### src/rtl/pio_pkg.sv
package pio_pkg;
  localparam int unsigned DW    = 8;
  localparam int unsigned AW    = 5;
  localparam int unsigned NPORT = 3;
  localparam int unsigned PW    = 2;

  typedef enum logic [2:0] {
    ACC_NONE,
    ACC_DATA,
    ACC_DIR,
    ACC_CLR,
    ACC_SET,
    ACC_MODE
  } acc_e;

  typedef struct packed {
    acc_e          kind;
    logic [PW-1:0] port;
  } dec_t;

  // offsets [3:2] pick the group, [1:0] the port; slot 3 is mode in the dir group
  function automatic dec_t decode(input logic [AW-1:0] a);
    dec_t d;
    d.port = a[1:0];
    d.kind = ACC_NONE;
    if (a[4] == 1'b0) begin
      unique case (a[3:2])
        2'b00: d.kind = (a[1:0] == 2'd3) ? ACC_NONE : ACC_DATA;
        2'b01: d.kind = (a[1:0] == 2'd3) ? ACC_MODE : ACC_DIR;
        2'b10: d.kind = (a[1:0] == 2'd3) ? ACC_NONE : ACC_CLR;
        default: d.kind = (a[1:0] == 2'd3) ? ACC_NONE : ACC_SET;
      endcase
    end
    return d;
  endfunction
endpackage

### src/rtl/pio_dec.sv
module pio_dec
  import pio_pkg::*;
#(
  parameter int unsigned AW_P = pio_pkg::AW
) (
  input  logic [AW_P-1:0] addr_i,
  output dec_t            dec_o
);
  always_comb dec_o = decode(addr_i);
endmodule

### src/rtl/pio_port.sv
module pio_port
  import pio_pkg::*;
#(
  parameter int unsigned DW_P = pio_pkg::DW,
  parameter int unsigned IDX  = 0
) (
  input  logic            clk_i,
  input  logic            rst_ni,
  input  logic            wr_i,
  input  dec_t            dec_i,
  input  logic [DW_P-1:0] wdata_i,
  output logic [DW_P-1:0] latch_o,
  output logic [DW_P-1:0] dir_o
);
  localparam logic [PW-1:0] MY_IDX = PW'(IDX);

  logic mine;
  assign mine = wr_i && (dec_i.port == MY_IDX);

  always_ff @(posedge clk_i or negedge rst_ni) begin
    if (!rst_ni) begin
      latch_o <= '0;
      dir_o   <= '0;
    end else if (mine) begin
      unique case (dec_i.kind)
        ACC_DATA: latch_o <= wdata_i;
        ACC_CLR:  latch_o <= latch_o & ~wdata_i;
        ACC_SET:  latch_o <= latch_o | wdata_i;
        ACC_DIR:  dir_o   <= wdata_i;
        default: ;
      endcase
    end
  end


  a_r4_clear_masks: assert property (@(posedge clk_i) disable iff (!rst_ni)
    (mine && dec_i.kind == ACC_CLR) |=> latch_o == ($past(latch_o) & ~$past(wdata_i)));

  a_r5_set_masks: assert property (@(posedge clk_i) disable iff (!rst_ni)
    (mine && dec_i.kind == ACC_SET) |=> latch_o == ($past(latch_o) | $past(wdata_i)));

  a_r9_latch_held: assert property (@(posedge clk_i) disable iff (!rst_ni)
    !(mine && (dec_i.kind inside {ACC_DATA, ACC_CLR, ACC_SET})) |=> $stable(latch_o));

  a_r7_dir_held: assert property (@(posedge clk_i) disable iff (!rst_ni)
    !(mine && dec_i.kind == ACC_DIR) |=> $stable(dir_o));
endmodule

### src/rtl/pio_rd_mux.sv
module pio_rd_mux
  import pio_pkg::*;
#(
  parameter int unsigned DW_P = pio_pkg::DW,
  parameter int unsigned NP_P = pio_pkg::NPORT
) (
  input  logic                      rd_i,
  input  dec_t                      dec_i,
  input  logic [NP_P-1:0][DW_P-1:0] latch_i,
  input  logic [NP_P-1:0][DW_P-1:0] dir_i,
  input  logic [NP_P-1:0][DW_P-1:0] pin_i,
  input  logic [DW_P-1:0]           mode_i,
  output logic [DW_P-1:0]           rdata_o
);
  logic [NP_P-1:0][DW_P-1:0] merged;
  logic                      port_ok;
  logic [DW_P-1:0]           sel;

  for (genvar g = 0; g < NP_P; g++) begin : g_merge
    assign merged[g] = (latch_i[g] & dir_i[g]) | (pin_i[g] & ~dir_i[g]);
  end

  assign port_ok = 32'(dec_i.port) < NP_P;

  always_comb begin
    sel = '1;
    unique case (dec_i.kind)
      ACC_DATA: if (port_ok) sel = merged[dec_i.port];
      ACC_DIR:  if (port_ok) sel = dir_i[dec_i.port];
      ACC_MODE: sel = mode_i;
      default:  sel = '1;
    endcase
    rdata_o = rd_i ? sel : '0;
  end
endmodule

### src/rtl/pio_tri_port.sv
module pio_tri_port
  import pio_pkg::*;
#(
  parameter int unsigned DW_P = pio_pkg::DW,
  parameter int unsigned AW_P = pio_pkg::AW
) (
  input  logic            clk_i,
  input  logic            rst_ni,
  input  logic [AW_P-1:0] addr_i,
  input  logic            rd_i,
  input  logic            wr_i,
  input  logic [DW_P-1:0] wdata_i,
  output logic [DW_P-1:0] rdata_o,
  input  logic [DW_P-1:0] pin_a_i,
  input  logic [DW_P-1:0] pin_b_i,
  input  logic [DW_P-1:0] pin_c_i,
  output logic [DW_P-1:0] pin_a_o,
  output logic [DW_P-1:0] pin_b_o,
  output logic [DW_P-1:0] pin_c_o,
  output logic [DW_P-1:0] oe_a_o,
  output logic [DW_P-1:0] oe_b_o,
  output logic [DW_P-1:0] oe_c_o
);
  localparam int unsigned NP = pio_pkg::NPORT;

  dec_t                    dec;
  logic [NP-1:0][DW_P-1:0] latch;
  logic [NP-1:0][DW_P-1:0] dir;
  logic [NP-1:0][DW_P-1:0] pins;
  logic [DW_P-1:0]         mode_q;

  pio_dec #(.AW_P(AW_P)) i_dec (.addr_i(addr_i), .dec_o(dec));

  for (genvar g = 0; g < NP; g++) begin : g_port
    pio_port #(.DW_P(DW_P), .IDX(g)) i_port (
      .clk_i   (clk_i),
      .rst_ni  (rst_ni),
      .wr_i    (wr_i),
      .dec_i   (dec),
      .wdata_i (wdata_i),
      .latch_o (latch[g]),
      .dir_o   (dir[g])
    );
  end

  // stored only; no effect on port behaviour
  always_ff @(posedge clk_i or negedge rst_ni) begin
    if (!rst_ni)                          mode_q <= '0;
    else if (wr_i && dec.kind == ACC_MODE) mode_q <= wdata_i;
  end

  assign pins = {pin_c_i, pin_b_i, pin_a_i};

  pio_rd_mux #(.DW_P(DW_P), .NP_P(NP)) i_rd_mux (
    .rd_i    (rd_i),
    .dec_i   (dec),
    .latch_i (latch),
    .dir_i   (dir),
    .pin_i   (pins),
    .mode_i  (mode_q),
    .rdata_o (rdata_o)
  );

  assign pin_a_o = latch[0] & dir[0];
  assign pin_b_o = latch[1] & dir[1];
  assign pin_c_o = latch[2] & dir[2];
  assign oe_a_o  = dir[0];
  assign oe_b_o  = dir[1];
  assign oe_c_o  = dir[2];


  a_r10_idle_zero: assert property (@(posedge clk_i) disable iff (!rst_ni)
    !rd_i |-> rdata_o == '0);

  a_r9_high_ofs_ff: assert property (@(posedge clk_i) disable iff (!rst_ni)
    (rd_i && addr_i[AW_P-1]) |-> rdata_o == '1);

  a_r8_mode_held: assert property (@(posedge clk_i) disable iff (!rst_ni)
    !(wr_i && addr_i == AW_P'(7)) |=> $stable(mode_q));

  a_r6_input_pin_seen: assert property (@(posedge clk_i) disable iff (!rst_ni)
    (rd_i && addr_i == '0 && oe_a_o == '0) |-> rdata_o == pin_a_i);
endmodule

### config.mk
export PLATFORM = sky130hd
export DESIGN_NAME = pio_tri_port
export DESIGN_NICKNAME = d
export VERILOG_FILES = /design/src/rtl/pio_pkg.sv /design/src/rtl/pio_dec.sv /design/src/rtl/pio_port.sv /design/src/rtl/pio_rd_mux.sv /design/src/rtl/pio_tri_port.sv
export SDC_FILE = /design/constraint.sdc
export NUM_CORES = 1
export LEC_CHECK = 0
export BUFFER_PORTS_ARGS = -buffer_cell sky130_fd_sc_hd__buf_2
export CORE_MARGIN = 2
export CORE_UTILIZATION = 40
export CTS_BUF_LIST = sky130_fd_sc_hd__clkbuf_8
export DETAILED_ROUTE_END_ITERATION = 16
export SLEW_MARGIN = 20
export SYNTH_ARGS = -nofsm -noshare
export SYNTH_HDL_FRONTEND = slang
export SYNTH_SLANG_ARGS = --single-unit
### constraint.sdc
create_clock -name clk_i -period 5.95 [get_ports clk_i]
set_clock_uncertainty 0.2 [all_clocks]
set_input_delay 0.8925 -clock clk_i [delete_from_list [all_inputs] [get_ports clk_i]]
set_output_delay 0.8925 -clock clk_i [all_outputs]
set_load 0.1 [all_outputs]
## After elaboration in Yosys (flattened, before gate mapping)

Index checks and enable logic that the tools add are counted.

- Eq/ne operators: 10
- Muxes and demuxes: 17
- $lt $le $gt $ge: 2
- Reduce and logical (&&, ||, !) cells: 13
- Bitwise logic cells: 19

Operators by type and width:

| operator | count |
|---|---|
| one-hot mux 8 bit (3 select lines) | 4 |
| AND 8 bit | 9 |
| OR 8 bit | 6 |
| two-way mux 8 bit | 5 |
| binary-select mux 8 bit (select 2 bit) | 2 |
| NOT 8 bit | 4 |
| AND reduction 2 bit | 6 |
| two-way mux 3 bit | 3 |
| one-hot mux 3 bit (3 select lines) | 1 |
| equality test 2 bit, second input constant | 3 |
| equality test 3 x 2 -> 1 bit, second input constant | 2 |
| equality test 3 bit, second input constant | 2 |
| equality test 2 x 1 -> 1 bit, second input constant | 2 |
| logical AND 1 bit | 4 |
| logical NOT 2 bit | 2 |
| equality test 3 x 1 -> 1 bit, second input constant | 1 |
| less-than comparator 2 x 3 -> 1 bit, second input constant | 1 |
| nonzero test 3 bit | 1 |
| less-than comparator 2 bit, second input constant | 1 |
| two-way mux 2 bit | 1 |
| two-way mux 1 bit | 1 |

- Register bits after elaboration: 56
- Output and inout bits: 56
- Logic and storage cells: 68
- Input port bits: 41

## Longest topological paths before layout

- Word-level depth: 8
- Gate-level depth with buffers: 7
- Gate-level depth less buffers: 4

## Cells and area by module

A second synthesis with hierarchy kept.

- Cell total of the unflattened synthesis: 331
- Area total of the unflattened synthesis: 3683.5 sq um

Modules (own cells, without submodules):

| module | instances | cells an instance | sequential area each (sq um) | area each (sq um) |
|---|---|---|---|---|
| pio_port at g_port[1].i_port ... | 2 | 56 | 400.4 | 777.0 |
| pio_rd_mux | 1 | 112 | 0.0 | 832.0 |
| pio_port at g_port[0].i_port | 1 | 55 | 400.4 | 745.7 |
| pio_tri_port | 1 | 41 | 200.2 | 464.2 |
| pio_dec | 1 | 11 | 0.0 | 87.6 |

## Worst setup path after synthesis

No wires, ideal clock.

- Path type: input to output
- From: input addr_i[0]
- To: output rdata_o[6]
- Buffers on the path: 3
- Required time: 4.858 ns
- Setup slack: 0.781 ns
- Stages on the path: 7
- Arrival time: 4.077 ns
- Cell sequence: buf_2 > clkbuf_1 > nor2_1 > buf_2 > a22o_1 > a22oi_1 > o21ai_0

- Longest elaborated chain between the ends: 7
- Elaborated cells on any way between the ends: 19
- Those cells by class: order compare: 1; eq/ne: 4; mux: 14

Ends and longest elaborated chain:

| what | RTL line | source |
|---|---|---|
| from (decl) | pio_tri_port.sv:9 | `input logic [AW_P-1:0] addr_i,` |
| equality test 2 bit | -- |  |
| two-way mux 2 bit (tied with other cells) | pio_pkg.sv:30 | `2'b10: d.kind = (a[1:0] == 2'd3) ? ACC_NONE : ACC_CLR;` |
| one-hot mux 3 bit (3 select lines) | pio_pkg.sv:27 | `unique case (a[3:2])` |
| two-way mux 3 bit | pio_pkg.sv:26 | `if (a[4] == 1'b0) begin` |
| equality test 3 bit (tied with other cells) | pio_rd_mux.sv:27 | `unique case (dec_i.kind)` |
| one-hot mux 8 bit (3 select lines) (*) | pio_rd_mux.sv:27 |  |
| two-way mux 8 bit (*) | pio_rd_mux.sv:33 | `rdata_o = rd_i ? sel : '0;` |
| to (decl) | pio_tri_port.sv:13 | `output logic [DW_P-1:0] rdata_o,` |

Every way passes the cells marked *; elsewhere a longest branch is shown, timed or not. The select of a mux whose other input is x is not followed.

## Worst setup path in the final report

- From: input addr_i[0]
- To: output rdata_o[4]

Same word-level chain as after synthesis.

==> impl_metrics.json <==
{
  "status": "completed",
  "fill_cells": 798,
  "hp-class": "flop to flop",
  "p_int_mw": 0.693,
  "fin_crit_sh": 0.711,
  "syn_avg_cell_area_sq_um": 8.71,
  "clk_path_buf_depth": 2,
  "io_pins": 97,
  "routed_via_density": 5.58,
  "io_buffers": 96,
  "drv_slew": 0,
  "synth_seq_cells": 56,
  "p_switching_mw": 0.766,
  "cts_hold_buf": 0,
  "syn_inst": 369,
  "cts.repair_timing.setup_buffer_count": 0,
  "grt.met3_usage": 0.0379,
  "p_seq_frac": 0.375,
  "crit_fanout": 25,
  "drt-initial-drc-count": 142,
  "synthArstFlopShare": 1.00,
  "yosys.area.top_type_share": 0.436,
  "grt_pass1_vias": 2979,
  "cts-htree-levels": 2,
  "yosysWarnings": 0,
  "gr-max-usage-layer": "met2",
  "initial_core_util": 0.414,
  "cts_resized": 0,
  "rsz0062_at_grt": "no",
  "grt_use_met2": 0.406,
  "grt_max_degree": 57,
  "finalWeightedCongestion": 0.839,
  "p_clk_frac": 0.138,
  "track_usage": 0.245,
  "rows": 32,
  "antenna_found_initial": 0,
  "hold_violations": 0,
  "ys.flop_type": "dfrtp_1",
  "drc": 0,
  "detail_route.wl_per_cell_um": 18.8,
  "antenna_left": 0,
  "ys_seq_area_frac": 0.436,
  "final_layout_size_suffix_gt1_frac": 0.236,
  "layout.nets": 495,
  "pwr-share-comb": 0.487,
  "relSlewSlack": 0.383,
  "swShare": 0.525,
  "grtUsageMet1": 0.328,
  "synth_cell_types": 36,
  "synth_area_leader_cell": "dfrtp_1",
  "root_buffer": "clkbuf_8",
  "fin_crit_ps": 4230,
  "cts_tree": "built",
  "crit_type": "primary input to primary output",
  "drv_cap": 0,
  "route.vias.total": 3101,
  "final.setup.worst_slack_ps": 1720,
  "clock_latency_ps": 310,
  "hpwl_um": 7570,
  "dp_slack_ps": 1760,
  "core_sq_um": 7770,
  "dr.pass1.iters": 5,
  "worst_setup_path_start_kind": "primary input",
  "drt_wl_total_um": 10400,
  "syn_area_sq_um": 3210,
  "ys_top_cells_by_area": "dfrtp_1 (44%), o21ai_0 (9.7%), nand2_1 (5.1%)",
  "grt_pass1_wl_um": 16400,
  "n_antenna_cell": 0,
  "cts_made_buffers": 5,
  "fin_tns_setup_ps": 0,
  "yosysMostFrequentCell": "o21ai_0",
  "worst_slew_pin_slew_ps": 918,
  "dieArea_sq_um": 8770,
  "syn_to_final_growth_pct": 18.9,
  "grt-ovfl-total": 0,
  "clkTransAtPathRegs_ps": 100,
  "yosys-top-cells-count": "o21ai_0 (62), dfrtp_1 (56), nand2_1 (44)",
  "hold_slack_ps": 295,
  "syn_nets": 410,
  "setup_violations": 0,
  "chipHeight_um": 93.6,
  "leakage_nw": 1.83,
  "ir_worst_vdd_uv": 206,
  "synth_edf_count": 0,
  "power.density_nw_per_um2": 382,
  "die_x_um": 93.6,
  "cts_sinks": 56,
  "cp.arrival_ps": 3140,
  "cp.required_ps": 4860,
  "fmaxAchievable_mhz": 236,
  "end_kind": "primary output"
}
==> cell usage in the layout (no fill, tap or decap), drive strengths merged <==
cell type   n
buf        98
o21ai      70
dfrtp      56
nand2      44
and2       25
nand2b     25
nand3b     21
inv        11
nor3b      10
nor3        9
nor2        9
a22o        8
a21o        8
a221o       8
a22oi       7
nand3       7
a41oi       7
o22ai       7
clkbuf      5
nor2b       3
a21oi       2
mux2i       2
nor4        1
o21a        1
a31oi       1
a211o       1
and3b       1
or3         1
or4b        1
nand4       1
or2         1
and3        1
o311ai      1
clkinv      1
==> sequential cells by signal, summed over array words and instances (netlist names) <==
name and cells:
g_port.i_port.latch_o 24, g_port.i_port.dir_o 24, mode_q 8
==> critical path, stage by stage <==
cell and delay, ps:
buf_2 250, and2_1 330, nor4_2 790, a41oi_1 210, o21ai_0 170, buf_2 480
==> worst paths after layout <==
check                                                  from                     endpoint  cells past startpoint  slack, ps
worst max register to register  g_port[1].i_port.latch_o[2]  g_port[1].i_port.latch_o[2]                      2       4800
min in group asynchronous                            rst_ni  g_port[2].i_port.latch_o[3]                      2        500
worst min-delay path                              mode_q[6]                    mode_q[6]                      2        290
worst min register to register                    mode_q[6]                    mode_q[6]                      2        290
worst max-delay path                              addr_i[0]                   rdata_o[4]                      6       1720
max in group asynchronous                            rst_ni  g_port[0].i_port.latch_o[3]                      2       4540
==> logic make-up after synthesis <==
kind of cell	count (synthesis)	share of synthesized area
buf+inv	30	0.0417
mux	2	0.00623
simple gates	160	0.280
flops	56	0.436
compound gates	121	0.236
==> per-stage QoR <==
step	util	cell area, sq um	power (mW)	std cells
after floorplan	-	3210	1.12	369
after global placement	0.482	3740	1.26	549
after detailed placement	0.482	3740	1.26	549
after CTS	0.492	3820	1.46	556
after global routing	0.492	3820	1.52	556
final	0.492	3820	1.46	556
==> routing by layer <==
| metal | share of wire | up-vias |
|---|---|---|
| met5 | 0 | - |
| met4 | 0.023 | 0 |
| met3 | 0.058 | 14 |
| met2 | 0.47 | 126 |
| met1 | 0.45 | 1472 |
| li1 | - | 1489 |
==> power groups by stage <==
stage                     clock network [mW]  registers, mW  logic [mW]
after floorplan                            0          0.743       0.377
after global placement                     0          0.552       0.704
after detailed placement                   0          0.554       0.710
after CTS                              0.203          0.546       0.712
after global routing                   0.219          0.560       0.746
final                                  0.201          0.548       0.710
==> layout make-up <==
type	count	area (sq um)	area share
Clock inverter	2	8.76	0.00229
Timing Repair Buffer	98	495	0.130
Clock buffer	5	68.8	0.0180
Inverter	10	37.5	0.00982
Tap cell	102	128	0.0334
Multi-Input combinational cell	283	1680	0.440
Sequential cell	56	1400	0.367
No activity file was read; power rests on OpenSTA's default activity.
